--- config.mk ---
export PLATFORM = sky130hd
export DESIGN_NAME = perf_counter_unit
export DESIGN_NICKNAME = d
export VERILOG_FILES = /design/src/rtl/pcu_pkg.sv /design/src/rtl/pcu_event_sel.sv /design/src/rtl/pcu_counter.sv /design/src/rtl/perf_counter_unit.sv
export SDC_FILE = /design/constraint.sdc
export NUM_CORES = 1
export LEC_CHECK = 0
export ABC_AREA = 1
export BUFFER_PORTS_ARGS = -buffer_cell sky130_fd_sc_hd__clkbuf_2
export CAP_MARGIN = 20
export CORE_ASPECT_RATIO = 1.1
export CORE_MARGIN = 1.5
export CORE_UTILIZATION = 60
export DETAILED_ROUTE_END_ITERATION = 6
export HOLD_SLACK_MARGIN = 0.08
export PLACE_DENSITY_LB_ADDON = 0.1
export SLEW_MARGIN = 15
export SYNTH_ARGS = -nofsm -noshare
export SYNTH_HDL_FRONTEND = slang
export SYNTH_SLANG_ARGS = --single-unit
--- constraint.sdc ---
create_clock -name clk -period 11.6 [get_ports clk]
set_clock_uncertainty 0.05 [all_clocks]
set_input_delay 1.16 -clock clk [delete_from_list [all_inputs] [get_ports clk]]
set_output_delay 1.16 -clock clk [all_outputs]
set_load 0.05 [all_outputs]
--- src/rtl/pcu_pkg.sv ---
package pcu_pkg;
  typedef enum logic [1:0] {
    MODE_USER = 2'd0,
    MODE_SUP  = 2'd1,
    MODE_HV   = 2'd2,
    MODE_NONE = 2'd3
  } pcu_mode_e;

  localparam int IRQ_LSB   = 0;
  localparam int HV_BIT    = 3;
  localparam int USR_BIT   = 4;
  localparam int SUP_BIT   = 5;
  localparam int LO_SEL_SH = 6;
  localparam int STK_LSB   = 32;
endpackage

--- src/rtl/pcu_event_sel.sv ---
module pcu_event_sel #(
  parameter int SEL_W = 12,
  parameter int NUM_EVT = 16,
  parameter logic [SEL_W-1:0] PARK_CODE = 12'h220
) (
  input  logic [SEL_W-1:0]   code_i,
  input  logic [NUM_EVT-1:0] event_i,
  input  logic               park_i,
  output logic               hit_o
);
  localparam int IDX_W = (NUM_EVT > 1) ? $clog2(NUM_EVT) : 1;

  always_comb begin
    hit_o = 1'b0;
    if (code_i == PARK_CODE) begin
      hit_o = park_i;
    end else if (code_i < SEL_W'(NUM_EVT)) begin
      hit_o = event_i[code_i[IDX_W-1:0]];
    end
  end
endmodule

--- src/rtl/pcu_counter.sv ---
module pcu_counter #(
  parameter int W = 32
) (
  input  logic         clk,
  input  logic         rst_n,
  input  logic         inc_i,
  input  logic         wr_i,
  input  logic [W-1:0] wdata_i,
  output logic [W-1:0] cnt_o,
  output logic         wrap_o
);
  logic [W-1:0] cnt_q;
  logic [W-1:0] cnt_d;
  logic         cnt_en;

  always_comb begin
    cnt_en = wr_i | inc_i;
    cnt_d  = wr_i ? wdata_i : (cnt_q + W'(1));
    wrap_o = inc_i & ~wr_i & (&cnt_q);
  end

  always_ff @(posedge clk or negedge rst_n) begin
    if (!rst_n) begin
      cnt_q <= '0;
    end else if (cnt_en) begin
      cnt_q <= cnt_d;
    end
  end

  assign cnt_o = cnt_q;
endmodule

--- src/rtl/perf_counter_unit.sv ---
module perf_counter_unit #(
  parameter int CNT_W = 32,
  parameter int SEL_W = 12,
  parameter int NUM_EVT = 16,
  parameter logic [SEL_W-1:0] PARK_CODE = 12'h220
) (
  input  logic                 clk,
  input  logic                 rst_n,
  input  logic [NUM_EVT-1:0]   event_i,
  input  logic                 park_i,
  input  logic [1:0]           mode_i,
  input  logic                 reg_sel_i,
  input  logic                 wr_en_i,
  input  logic [1:0]           wr_mask_i,
  input  logic [2*CNT_W-1:0]   wdata_i,
  output logic [2*CNT_W-1:0]   rdata_o,
  output logic                 irq_o
);
  import pcu_pkg::*;

  localparam int REG_W = 2 * CNT_W;
  localparam int UP_SEL_SH = LO_SEL_SH + SEL_W + 1;
  localparam int NUM_CNT = 2;

  logic [1:0] rst_sync_q;
  logic       rst_int_n;

  always_ff @(posedge clk or negedge rst_n) begin
    if (!rst_n) begin
      rst_sync_q <= 2'b00;
    end else begin
      rst_sync_q <= {rst_sync_q[0], 1'b1};
    end
  end
  assign rst_int_n = rst_sync_q[1];

  logic [REG_W-1:0]                ctl_q;
  logic [REG_W-1:0]                ctl_d;
  logic                            ctl_en;
  logic                            ctl_wr;
  logic                            cnt_wr_any;
  logic                            count_en;
  logic [NUM_CNT-1:0]              wrap;
  logic [NUM_CNT-1:0][CNT_W-1:0]   cnt_q;

  assign ctl_wr     = wr_en_i & ~reg_sel_i;
  assign cnt_wr_any = wr_en_i & reg_sel_i;

  always_comb begin
    unique case (pcu_mode_e'(mode_i))
      MODE_USER: count_en = ctl_q[USR_BIT];
      MODE_SUP:  count_en = ctl_q[SUP_BIT];
      MODE_HV:   count_en = ctl_q[HV_BIT];
      default:   count_en = 1'b0;
    endcase
  end

  genvar h;
  generate
    for (h = 0; h < NUM_CNT; h++) begin : g_cnt
      localparam int SH = (h == 0) ? LO_SEL_SH : UP_SEL_SH;
      logic hit;
      pcu_event_sel #(
        .SEL_W(SEL_W), .NUM_EVT(NUM_EVT), .PARK_CODE(PARK_CODE)
      ) u_sel (
        .code_i (ctl_q[SH +: SEL_W]),
        .event_i(event_i),
        .park_i (park_i),
        .hit_o  (hit)
      );
      pcu_counter #(.W(CNT_W)) u_cnt (
        .clk    (clk),
        .rst_n  (rst_int_n),
        .inc_i  (hit & count_en),
        .wr_i   (cnt_wr_any & wr_mask_i[h]),
        .wdata_i(wdata_i[h*CNT_W +: CNT_W]),
        .cnt_o  (cnt_q[h]),
        .wrap_o (wrap[h])
      );
    end
  endgenerate

  always_comb begin
    ctl_d = ctl_wr ? wdata_i : ctl_q;
    ctl_d[STK_LSB +: NUM_CNT] = ctl_d[STK_LSB +: NUM_CNT] | wrap;
    ctl_en = ctl_wr | (|wrap);
  end

  always_ff @(posedge clk or negedge rst_int_n) begin
    if (!rst_int_n) begin
      ctl_q <= '0;
    end else if (ctl_en) begin
      ctl_q <= ctl_d;
    end
  end

  assign rdata_o = reg_sel_i ? cnt_q : ctl_q;
  assign irq_o   = (|ctl_q[STK_LSB +: NUM_CNT]) & (&ctl_q[IRQ_LSB +: 2]);
endmodule

======== Word-level counts from Yosys, hierarchy flattened ========
Cells that the tools add are included.
storage, ports and cells
  bits in latches ......................... 0
  logic and storage cells ................. 53
  memories ................................ 0
  output and inout port bits .............. 65
  input port bits ......................... 89
  memory bits (read-only) ................. 0
  RAM bits ................................ 0
  bits in registers ....................... 130
operators by class
  add/sub/neg operators ................... 2
  div/mod/pow operators ................... 0
  bitwise logic cells ..................... 18
  eq/ne operators ......................... 4
  multiply operators ...................... 0
  reduce and logical (&&, ||, !) cells .... 7
  shift-type cells ........................ 0
  order comparisons ....................... 4
  muxes and demuxes ....................... 13
operator list
  cell                   count
  $add 32x1->32 const B  2
  $mux 32                2
  $mux 64                1
  $reduce_and 32->1      2
  $mux 34                1
  $eq 12x10->1 const B   2
  $lt 12x5->1 const B    2
  $and 1x1->1            11
  $lt 4x5->1 const B     2
  $bmux 1 s4             2
  $mux 1                 6
  $reduce_and 2->1       2
  $reduce_or 2->1        2
  $not 1->1              3
  $or 1x1->1             3
  $pmux 1 s3             1
  $eq 2x1->1 const B     1
  $eq 2x2->1 const B     1
  $logic_not 2->1        1
  $or 2x2->2             1

======== Longest topological paths before layout ========
Gate-level depths: netlist of the first run.
  word-level depth ........................ 10
  gate-level depth with buffers ........... 15
  depth with buffers taken out ............ 13

======== Hierarchy ========
Synthesis of the first run repeated with hierarchy kept, for this count alone.
second synthesis, totals
  cell total of the unflattened synthesis .. 1261
  area total of the unflattened synthesis .. 8415.6 sq um
by module, submodules not included
  module             sequential area each (sq um)  instances  cells each  area an instance (sq um)
  pcu_counter        800.8                         2          326         2248.4
  perf_counter_unit  1651.6                        1          493         3338.2
  pcu_event_sel      0.0                           2          58          290.3

======== Worst setup path before layout of the first run ========
Ideal clock, no wire load.
  kind .................................... input port to output port
  start point ............................. in reg_sel_i
  end point ............................... out rdata_o[44]
  arrival ................................. 2957 ps
  buffers on the path ..................... 3
  cell stages on the path ................. 5
  data required time ...................... 10390 ps
  path slack .............................. 7433 ps
  cell sequence ........................... buf_2 > clkinv_1 > clkbuf_1 > clkbuf_1 > o21ai_0
between the ends
  word-level cells in the longest chain between the ends .. 1
RTL lines
  element          RTL line                 RTL
  start, declared  perf_counter_unit.sv:12  input logic reg_sel_i,
  $mux 64          perf_counter_unit.sv:97  assign rdata_o = reg_sel_i ? cnt_q : ctl_q;
  end, declared    perf_counter_unit.sv:16  output logic [2*CNT_W-1:0] rdata_o,
No other way between the ends.

======== Worst setup path after layout of the first run ========
  start point ............................. in reg_sel_i
  end point ............................... out rdata_o[3]
Same word-level chain as after synthesis.

==> flow_summary.json, run 1 <==
{
  "root_buffer": "clkbuf_16",
  "layout_min_cycle_time_ns": 5.017,
  "grt_pass1_vias": 8370,
  "synth_seq_cells": 130,
  "arrival_ns": 3.81,
  "rsz0062_at_grt": "no",
  "r2r_start": "ctl_q[19]$_DFFE_PN0P_",
  "synth_nets": 1439,
  "leakage_nw": 5.072,
  "grt_pass1_wl_um": 41200,
  "drt-pass1-iter-count": 7,
  "crit_type": "input pin to primary output",
  "core-area_um2": 14390,
  "numCtsBuffers": 17,
  "std_cell_rows": 46,
  "hold_viol": 0,
  "synth-adder-area-share_pct": 0.2835,
  "routed_wl_um": 25630,
  "drc": 0,
  "dpl_worst_slack_ns": 6.899,
  "nets": 1557,
  "grt_remaining_overflow": 0,
  "setup-violations-final": 0,
  "cp.required_ns": 10.39,
  "cts.path.max_buffers": 2,
  "num-fill-cells": 1349,
  "ir_drop_v": 0.0001057,
  "syn_avg_cell_area_um2": 6.548,
  "path_max_fanout": 80,
  "synthCells": 1348,
  "final_cell_mix": "583 x nand2_1, 153 x clkbuf_2, 129 x dfrtp_1, 116 x nand3_1",
  "final_util_pct": 70.45,
  "sequentialPowerShare_pct": 38.5,
  "path_clk_slew_ns": 0.06,
  "die_area_um2": 15450,
  "synth_area_um2": 8827,
  "worst_path_most_repeated_cell": "clkbuf_2",
  "synth_top_family_by_area": "simple AND/OR/NAND/NOR gates",
  "hp-class": "flop to flop",
  "clkSinkCount": 130,
  "antenna_cells": 0,
  "gp_congestion": 0.9750,
  "die_width_um": 118.7,
  "drtIter0Drc": 617,
  "ctsResizeCount": 0,
  "grt_usage_pct": 33.91,
  "worst_skew_pair.late_latency_ns": 0.43,
  "io_buffers": 153,
  "start_util_pct": 61.35,
  "avgViaCountPerCell": 5.448,
  "pwr-share-clk_pct": 30.6,
  "holdWs_ns": 0.3182,
  "layout-drive-gt1-share_pct": 17.38,
  "path_cells": "clkbuf_2 > clkinv_2 > o21ai_0 > clkbuf_2",
  "cp-startpoint": "reg_sel_i",
  "regArea_um2": 3257,
  "post-dp-hpwl_um": 18600,
  "htreeDepth": 4,
  "fin_crit_sh_pct": 43.25,
  "wire_per_inst_um": 15.34,
  "layout_commonest_cell": "nand2_1",
  "p_sw_share_pct": 41.08,
  "synth-compound-area-share_pct": 6.889,
  "yosysSeqAreaShare_pct": 36.85,
  "die_h_um": 130.2,
  "tightest_slew_ns": 1.075,
  "vias": 9104,
  "slowest_delay_ns": 1.05,
  "hold_start": "rst_sync_q[0]$_DFF_PN0_",
  "p_int_mw": 0.9952,
  "yosys.area_share.simple_pct": 40.61,
  "synthMuxAreaShare_pct": 4.592,
  "combPwrFrac_pct": 30.9,
  "antenna_found_initial": 0,
  "grt_max_degree": 93,
  "synthXorXnorAreaFrac_pct": 2.778,
  "p_per_area_nw_per_um2": 166.6,
  "cts_tree": "yes",
  "p_sw_mw": 0.6939,
  "drtAntennaViolNets": 0,
  "drv_cap": 0,
  "finalSetupTns_ns": 0,
  "status": "completed",
  "fmax_mhz": 199.3,
  "setup_slack_ns": 6.583,
  "cpMaxStageDelayCell": "clkinv_2",
  "cts_setup_buffers": 0,
  "slew_violations": 0,
  "slew_headroom_pct": 28.35,
  "cts-hold-fix-buffers": 0,
  "critPathLaunchType": "input pin",
  "ys_types": 32,
  "io_pins": 154,
  "ys_warn_count": 0,
  "endpoint_kind": "primary output",
  "multi_input_area_um2": 4885,
  "area_growth_pct": 14.84
}
-- area by class of cell --
| class | instances | share of cell area (%) |
|---|---|---|
| tap | 192 | 2.370 |
| sequential | 130 | 32.13 |
| multi-input combinational | 1054 | 48.19 |
| clock inverter | 14 | 1.271 |
| timing repair buffer | 157 | 7.850 |
| inverter | 106 | 3.962 |
| clock buffer | 18 | 4.234 |
-- worst paths after layout --
check                                                           end  slack (ns)  cells after the start
worst max-delay path                                     rdata_o[3]        6.58                      4
worst min-delay path                        rst_sync_q[1]$_DFF_PN0_        0.32                      0
worst max register to register  g_cnt[1].u_cnt.cnt_o[4]$_DFFE_PN0P_        8.90                     11
worst min register to register              rst_sync_q[1]$_DFF_PN0_        0.32                      0
max in group asynchronous                     ctl_q[23]$_DFFE_PN0P_        9.74                      1
min in group asynchronous                     ctl_q[38]$_DFFE_PN0P_        0.42                      0
-- worst max-delay path, delay by kind of cell --
family | cells | cell delay [ns]
AO/OA/AOI/OAI | 1 | 0.46
buffers and inverters | 3 | 2.15
-- cell usage after synthesis, drive strengths merged --
cell type | instances | area (µm²)
clkinv | 1 | 3.750
nor4b | 1 | 8.760
buf | 29 | 192.7
nor4 | 2 | 12.51
nor2 | 109 | 439.2
o21ai | 103 | 515.5
mux2 | 36 | 405.4
a211oi | 1 | 7.510
ha | 2 | 25.02
nand3b | 6 | 45.04
nand4 | 8 | 50.05
clkbuf | 29 | 108.9
xnor2 | 8 | 70.07
nand2 | 589 | 2238
inv | 105 | 396.6
nand3 | 122 | 635.6
conb | 1 | 3.750
dfrtp | 130 | 3253
xor2 | 20 | 175.2
nor3 | 29 | 155.2
a21oi | 17 | 85.08
-- metal layers --
metal	wire [µm]	vias to the layer above	part of all wire, %	global-route usage, %
li1	-	4506	-	-
met3	1230	75	4.8	4.895
met1	10260	4180	40	39.84
met4	1158	0	4.5	16.94
met5	0	-	0	0
met2	12980	343	51	61.25
-- per-stage QoR --
step                      area [µm²]  total power [mW]  std cells
after CTS                      10140             1.690       1671
after detailed placement        9578             1.173       1639
after floorplan                 8827             1.040       1348
after global routing           10140             1.778       1671
after global placement          9578             1.160       1639
final                          10140             1.689       1671
-- cell families (layout without fill, tap and decap cells) --
group,Yosys count,count (layout)
flip-flops,130,130
other,1,1
buffers and inverters,164,295
adder cells (fa/ha/maj),2,2
AND/OR/NAND/NOR,866,866
multiplexers,36,36
AO/OA/AOI/OAI,121,121
XOR/XNOR,28,28
-- flip-flops by register name, indices dropped and copies added, names as in the netlist --
register	cells
g_cnt.u_cnt.cnt_o	64
rst_sync_q	2
ctl_q	64
-- power groups by stage --
stage | logic, mW | clock network [mW] | registers (mW)
floorplan | 0.419 | 0 | 0.621
global placement | 0.507 | 0 | 0.652
detailed placement | 0.519 | 0 | 0.654
CTS | 0.523 | 0.520 | 0.647
global route | 0.575 | 0.540 | 0.662
finish | 0.522 | 0.517 | 0.650
No activity file was read; power rests on OpenSTA's default activity.
==> inputs of run 2 (changes only) <==
Settings changed: CORE_UTILIZATION 60 to 52.
Clock period 11.6 ns to 4.2 ns, I/O delays scaled along.
==> flow_summary.json, run 2 (synthesis gave the netlist of run 1 again) <==
{
  "num-fill-cells": 1618,
  "r2r_end": "g_cnt[1].u_cnt.cnt_o[0]$_DFFE_PN0P_",
  "setup-violations-final": 0,
  "leakage_nw": 5.106,
  "vias": 9015,
  "die_h_um": 139.7,
  "critPathTopFamily": "buffers and inverters",
  "r2r_start": "ctl_q[19]$_DFFE_PN0P_",
  "final_util_pct": 61.83,
  "antenna_cells": 0,
  "start_util_pct": 53.52,
  "std_cell_rows": 49,
  "drtAntennaViolNets": 0,
  "hold_start": "wdata_i[54]",
  "worstHoldEndpoint": "ctl_q[54]$_DFFE_PN0P_",
  "cp.required_ns": 3.73,
  "layout_commonest_cell": "nand2_1",
  "hold_viol": 0,
  "antenna_found_initial": 0,
  "path_clk_slew_ns": 0.07,
  "slew_headroom_pct": 29.75,
  "drtIter0Drc": 565,
  "ctsResizeCount": 0,
  "crit_type": "input pin to primary output",
  "root_buffer": "clkbuf_16",
  "cts_tree": "yes",
  "critPathLaunchType": "input pin",
  "wire_per_inst_um": 15.64,
  "io_pins": 154,
  "post-dp-hpwl_um": 19220,
  "clkSinkCount": 130,
  "path_max_fanout": 43,
  "top_usage_layer": "met2",
  "p_per_area_nw_per_um2": 461.7,
  "worst_skew_pair.late_latency_ns": 0.43,
  "arrival_ns": 2.40,
  "die_area_um2": 17770,
  "slowest_delay_ns": 0.70,
  "drt-pass1-iter-count": 6,
  "status": "completed",
  "die_width_um": 127.2,
  "cts.path.max_buffers": 2,
  "fmax_mhz": 348.3,
  "io_buffers": 153,
  "slew_violations": 0,
  "worst_path_most_repeated_cell": "clkbuf_2",
  "tightest_slew_ns": 1.054,
  "layout-drive-gt1-share_pct": 17.54,
  "grt_pass1_vias": 8547,
  "grt_max_degree": 93,
  "drc": 0,
  "ir_drop_v": 0.0003045,
  "fin_crit_sh_pct": 68.35,
  "htreeDepth": 4,
  "routed_wl_um": 26360,
  "hp-class": "input pin to flop",
  "met2_usage_pct": 53.72,
  "crit_buf_inv": 4,
  "r2r_slack_ns": 1.53,
  "grt_pass1_wl_um": 42570,
  "setup_slack_ns": 1.329,
  "numCtsBuffers": 17,
  "finalSetupTns_ns": 0,
  "area_growth_pct": 15.52,
  "min_path_cells": 2,
  "grt_remaining_overflow": 0,
  "dpl_worst_slack_ns": 1.239,
  "nets": 1560,
  "core-area_um2": 16490,
  "endpoint_kind": "primary output",
  "avgViaCountPerCell": 5.347,
  "r2r_cells": 11,
  "layout_min_cycle_time_ns": 2.871,
  "path_cells": "clkbuf_2 > inv_2 > buf_4 > nand2_1 > o21ai_0 > clkbuf_2",
  "gp_congestion": 0.9525,
  "final_cell_mix": "583 x nand2_1, 153 x clkbuf_2, 129 x dfrtp_1, 116 x nand3_1",
  "met1_usage_pct": 35.69,
  "grt_usage_pct": 30.39,
  "grt_use_met3_pct": 4.268,
  "drv_cap": 0,
  "power_mw": 4.708,
  "cpMaxStageDelayCell": "inv_2",
  "rsz0062_at_grt": "no"
}
## run 2: area by class of cell
type	count	area, µm²	area share [%]
clock inverter	14	140.1	1.374
clock buffer	18	439.2	4.307
sequential	130	3257	31.94
tap	204	255.2	2.503
timing repair buffer	160	820.8	8.049
inverter	106	400.4	3.926
multi-input combinational	1054	4885	47.90
## run 2: power breakdown
group / switching, mW / internal, mW / leakage (nW)
sequential: 0.294 / 1.49 / 1.61
combinational: 0.998 / 0.442 / 3.22
clock: 0.637 / 0.847 / 0.276
## run 2: repair_timing
item | 4_1_cts | 5_1_grt
hold buffers | 1 | 0
buffers inserted | 0 | 0
hold endpoints to repair | 2 | 0
## run 2: worst max path at each step
stage	start	end	slack (ns)	depth (start not counted)
2_1_floorplan	rst_sync_q[1]$_DFF_PN0_	ctl_q[0]$_DFFE_PN0P_	0.26	0
3_3_place_gp	reg_sel_i	ctl_q[57]$_DFFE_PN0P_	1.28	4
3_5_place_dp	reg_sel_i	ctl_q[62]$_DFFE_PN0P_	1.24	4
4_1_cts	reg_sel_i	rdata_o[44]	1.33	6
5_1_grt	reg_sel_i	rdata_o[51]	1.13	6
6_report	reg_sel_i	rdata_o[44]	1.33	6
## run 2: routing by layer
metal  up-vias  share of wire (%)
li1       4509                  -
met1      4175                 41
met2       265                 51
met3        66                4.4
met4         0                4.3
met5         -                  0
## run 2: stage by stage
stage / std cells / hold slack, ns / area [µm²]
floorplan: 1348 / 0.07441 / 8827
global placement: 1653 / 0.1562 / 9608
detailed placement: 1653 / 0.1570 / 9608
CTS: 1686 / 0.1721 / 10200
global route: 1686 / 0.1839 / 10200
finish: 1686 / 0.1779 / 10200
==> inputs of run 3 (changes only) <==
Settings changed: CORE_UTILIZATION 52 to 57.
Clock period 4.2 ns to 2.7 ns, I/O delays scaled along.
==> flow_summary.json, run 3 (synthesis gave the netlist of run 1 again) <==
{
  "p_per_area_nw_per_um2": 701.2,
  "drc": 0,
  "antenna_found_initial": 0,
  "ir_drop_v": 0.0005245,
  "path_clk_slew_ns": 0.06,
  "slew_violations": 0,
  "crit_type": "flop to flop",
  "critPathLaunchType": "flop",
  "hp-class": "input pin to flop",
  "grt_pass1_wl_um": 44130,
  "grt_usage_pct": 34.82,
  "layout-drive-gt1-share_pct": 17.46,
  "post-dp-hpwl_um": 19680,
  "cp.required_ns": 3.01,
  "nets": 1619,
  "layout_commonest_cell": "nand2_1",
  "die_h_um": 133.5,
  "rsz0062_at_grt": "no",
  "status": "completed",
  "tightest_slew_ns": 0.6822,
  "start_util_pct": 58.41,
  "num-fill-cells": 1316,
  "vias": 9371,
  "final_cell_mix": "583 x nand2_1, 153 x clkbuf_2, 129 x dfrtp_1, 116 x nand3_1",
  "cts.path.max_buffers": 2,
  "slew_headroom_pct": 54.52,
  "area_growth_pct": 22.95,
  "crit_buf_inv": 0,
  "fmax_mhz": 431.5,
  "arrival_ns": 2.63,
  "path_max_fanout": 8,
  "io_buffers": 153,
  "wire_per_inst_um": 15.75,
  "drtAntennaViolNets": 0,
  "clkSinkCount": 130,
  "drtIter0Drc": 791,
  "antenna_cells": 0,
  "cpMaxStageDelayCell": "dfrtp_1",
  "io_pins": 154,
  "setup_slack_ns": 0.3825,
  "slowest_delay_ns": 0.50,
  "hold_viol": 0,
  "finalSetupTns_ns": 0,
  "std_cell_rows": 47,
  "dpl_worst_slack_ns": 0.4179,
  "grt_pass1_vias": 9132,
  "critPathTopFamily": "simple AND/OR/NAND/NOR gates",
  "grt_max_degree": 63,
  "die_width_um": 121.7,
  "worst_skew_pair.late_latency_ns": 0.43,
  "drt-pass1-iter-count": 5,
  "root_buffer": "clkbuf_16",
  "htreeDepth": 4,
  "cts_tree": "yes",
  "numCtsBuffers": 17,
  "holdWs_ns": 0.08399,
  "avgViaCountPerCell": 5.395,
  "fin_crit_sh_pct": 85.83,
  "setup-violations-final": 0,
  "routed_wl_um": 27360,
  "path_cells": "ha_1 > nand3_2 > nor2_2 > nand3_1 > nor2_1 > nand3_1 > nor2_1 > nand4_1 > nand2_1",
  "endpoint_kind": "flop",
  "gp_congestion": 0.9928,
  "die_area_um2": 16240,
  "core-area_um2": 15110,
  "ctsResizeCount": 0,
  "layout_min_cycle_time_ns": 2.317,
  "grt_remaining_overflow": 0,
  "drv_cap": 0,
  "leakage_nw": 5.399
}
==> run 3: changes by cell type in the layout (fill, tap and decap cells not counted), sizes merged <==
cell and delta:
clkinv +1, bufinv +2, clkbuf +1, dlygate4sd3 +50, buf +9, inv -4
==> run 3: final cells by class <==
class,instances,area (µm²),area share [%]
repair buffers,219,1439,13.26
inverters,106,400.4,3.689
clock inverters,13,173.9,1.602
multi-input cells,1054,4885,45.01
flip-flops and latches,130,3257,30.01
well taps,196,245.2,2.260
clock buffers,19,452.9,4.173
==> run 3: power by group <==
part / internal, mW / switching, mW
sequential: 2.32 / 0.468
clock: 1.52 / 0.970
combinational: 0.750 / 1.59
==> run 3: worst paths after layout <==
| path | start | endpoint | slack [ns] | cells after the start |
|---|---|---|---|---|
| worst max-delay path | g_cnt[1].u_cnt.cnt_o[0]$_DFFE_PN0P_ | ctl_q[33]$_DFFE_PN0P_ | 0.38 | 9 |
| worst min-delay path | wdata_i[23] | ctl_q[23]$_DFFE_PN0P_ | 0.08 | 3 |
| worst max register to register | g_cnt[1].u_cnt.cnt_o[0]$_DFFE_PN0P_ | ctl_q[33]$_DFFE_PN0P_ | 0.38 | 9 |
| worst min register to register | rst_sync_q[0]$_DFF_PN0_ | rst_sync_q[1]$_DFF_PN0_ | 0.31 | 0 |
| max in group asynchronous | rst_sync_q[1]$_DFF_PN0_ | g_cnt[0].u_cnt.cnt_o[27]$_DFFE_PN0P_ | 1.53 | 1 |
| min in group asynchronous | rst_n | rst_sync_q[0]$_DFF_PN0_ | 0.14 | 2 |
==> run 3: worst min-delay path: stages <==
cell      delay, ns
clkbuf_2       0.11
nor2_1         0.10
a21oi_1        0.04
==> run 3: layer usage <==
| layer | share of wire (%) | global-route usage (%) | vias to the layer above |
|---|---|---|---|
| met5 | 0 | 0 | - |
| met4 | 4.5 | 17.06 | 0 |
| met3 | 4.0 | 5.308 | 87 |
| met2 | 52 | 63.21 | 292 |
| met1 | 40 | 39.47 | 4367 |
| li1 | - | - | 4625 |
==> run 3: through the flow <==
stage / power [mW] / utilization, % / instances / area (µm²)
after CTS: 7.598 / 71.81 / 1737 / 10850
final: 7.610 / 71.81 / 1737 / 10850
after detailed placement: 5.062 / 64.29 / 1654 / 9716
after global routing: 8.009 / 71.81 / 1737 / 10850
after floorplan: 4.468 / - / 1348 / 8828
after global placement: 5.018 / 64.29 / 1654 / 9716
==> run 3: timing repair <==
| action | in CTS | in global routing |
|---|---|---|
| endpoints found under the hold margin | 52 | 0 |
| setup buffers | 0 | 0 |
| hold buffers | 51 | 0 |
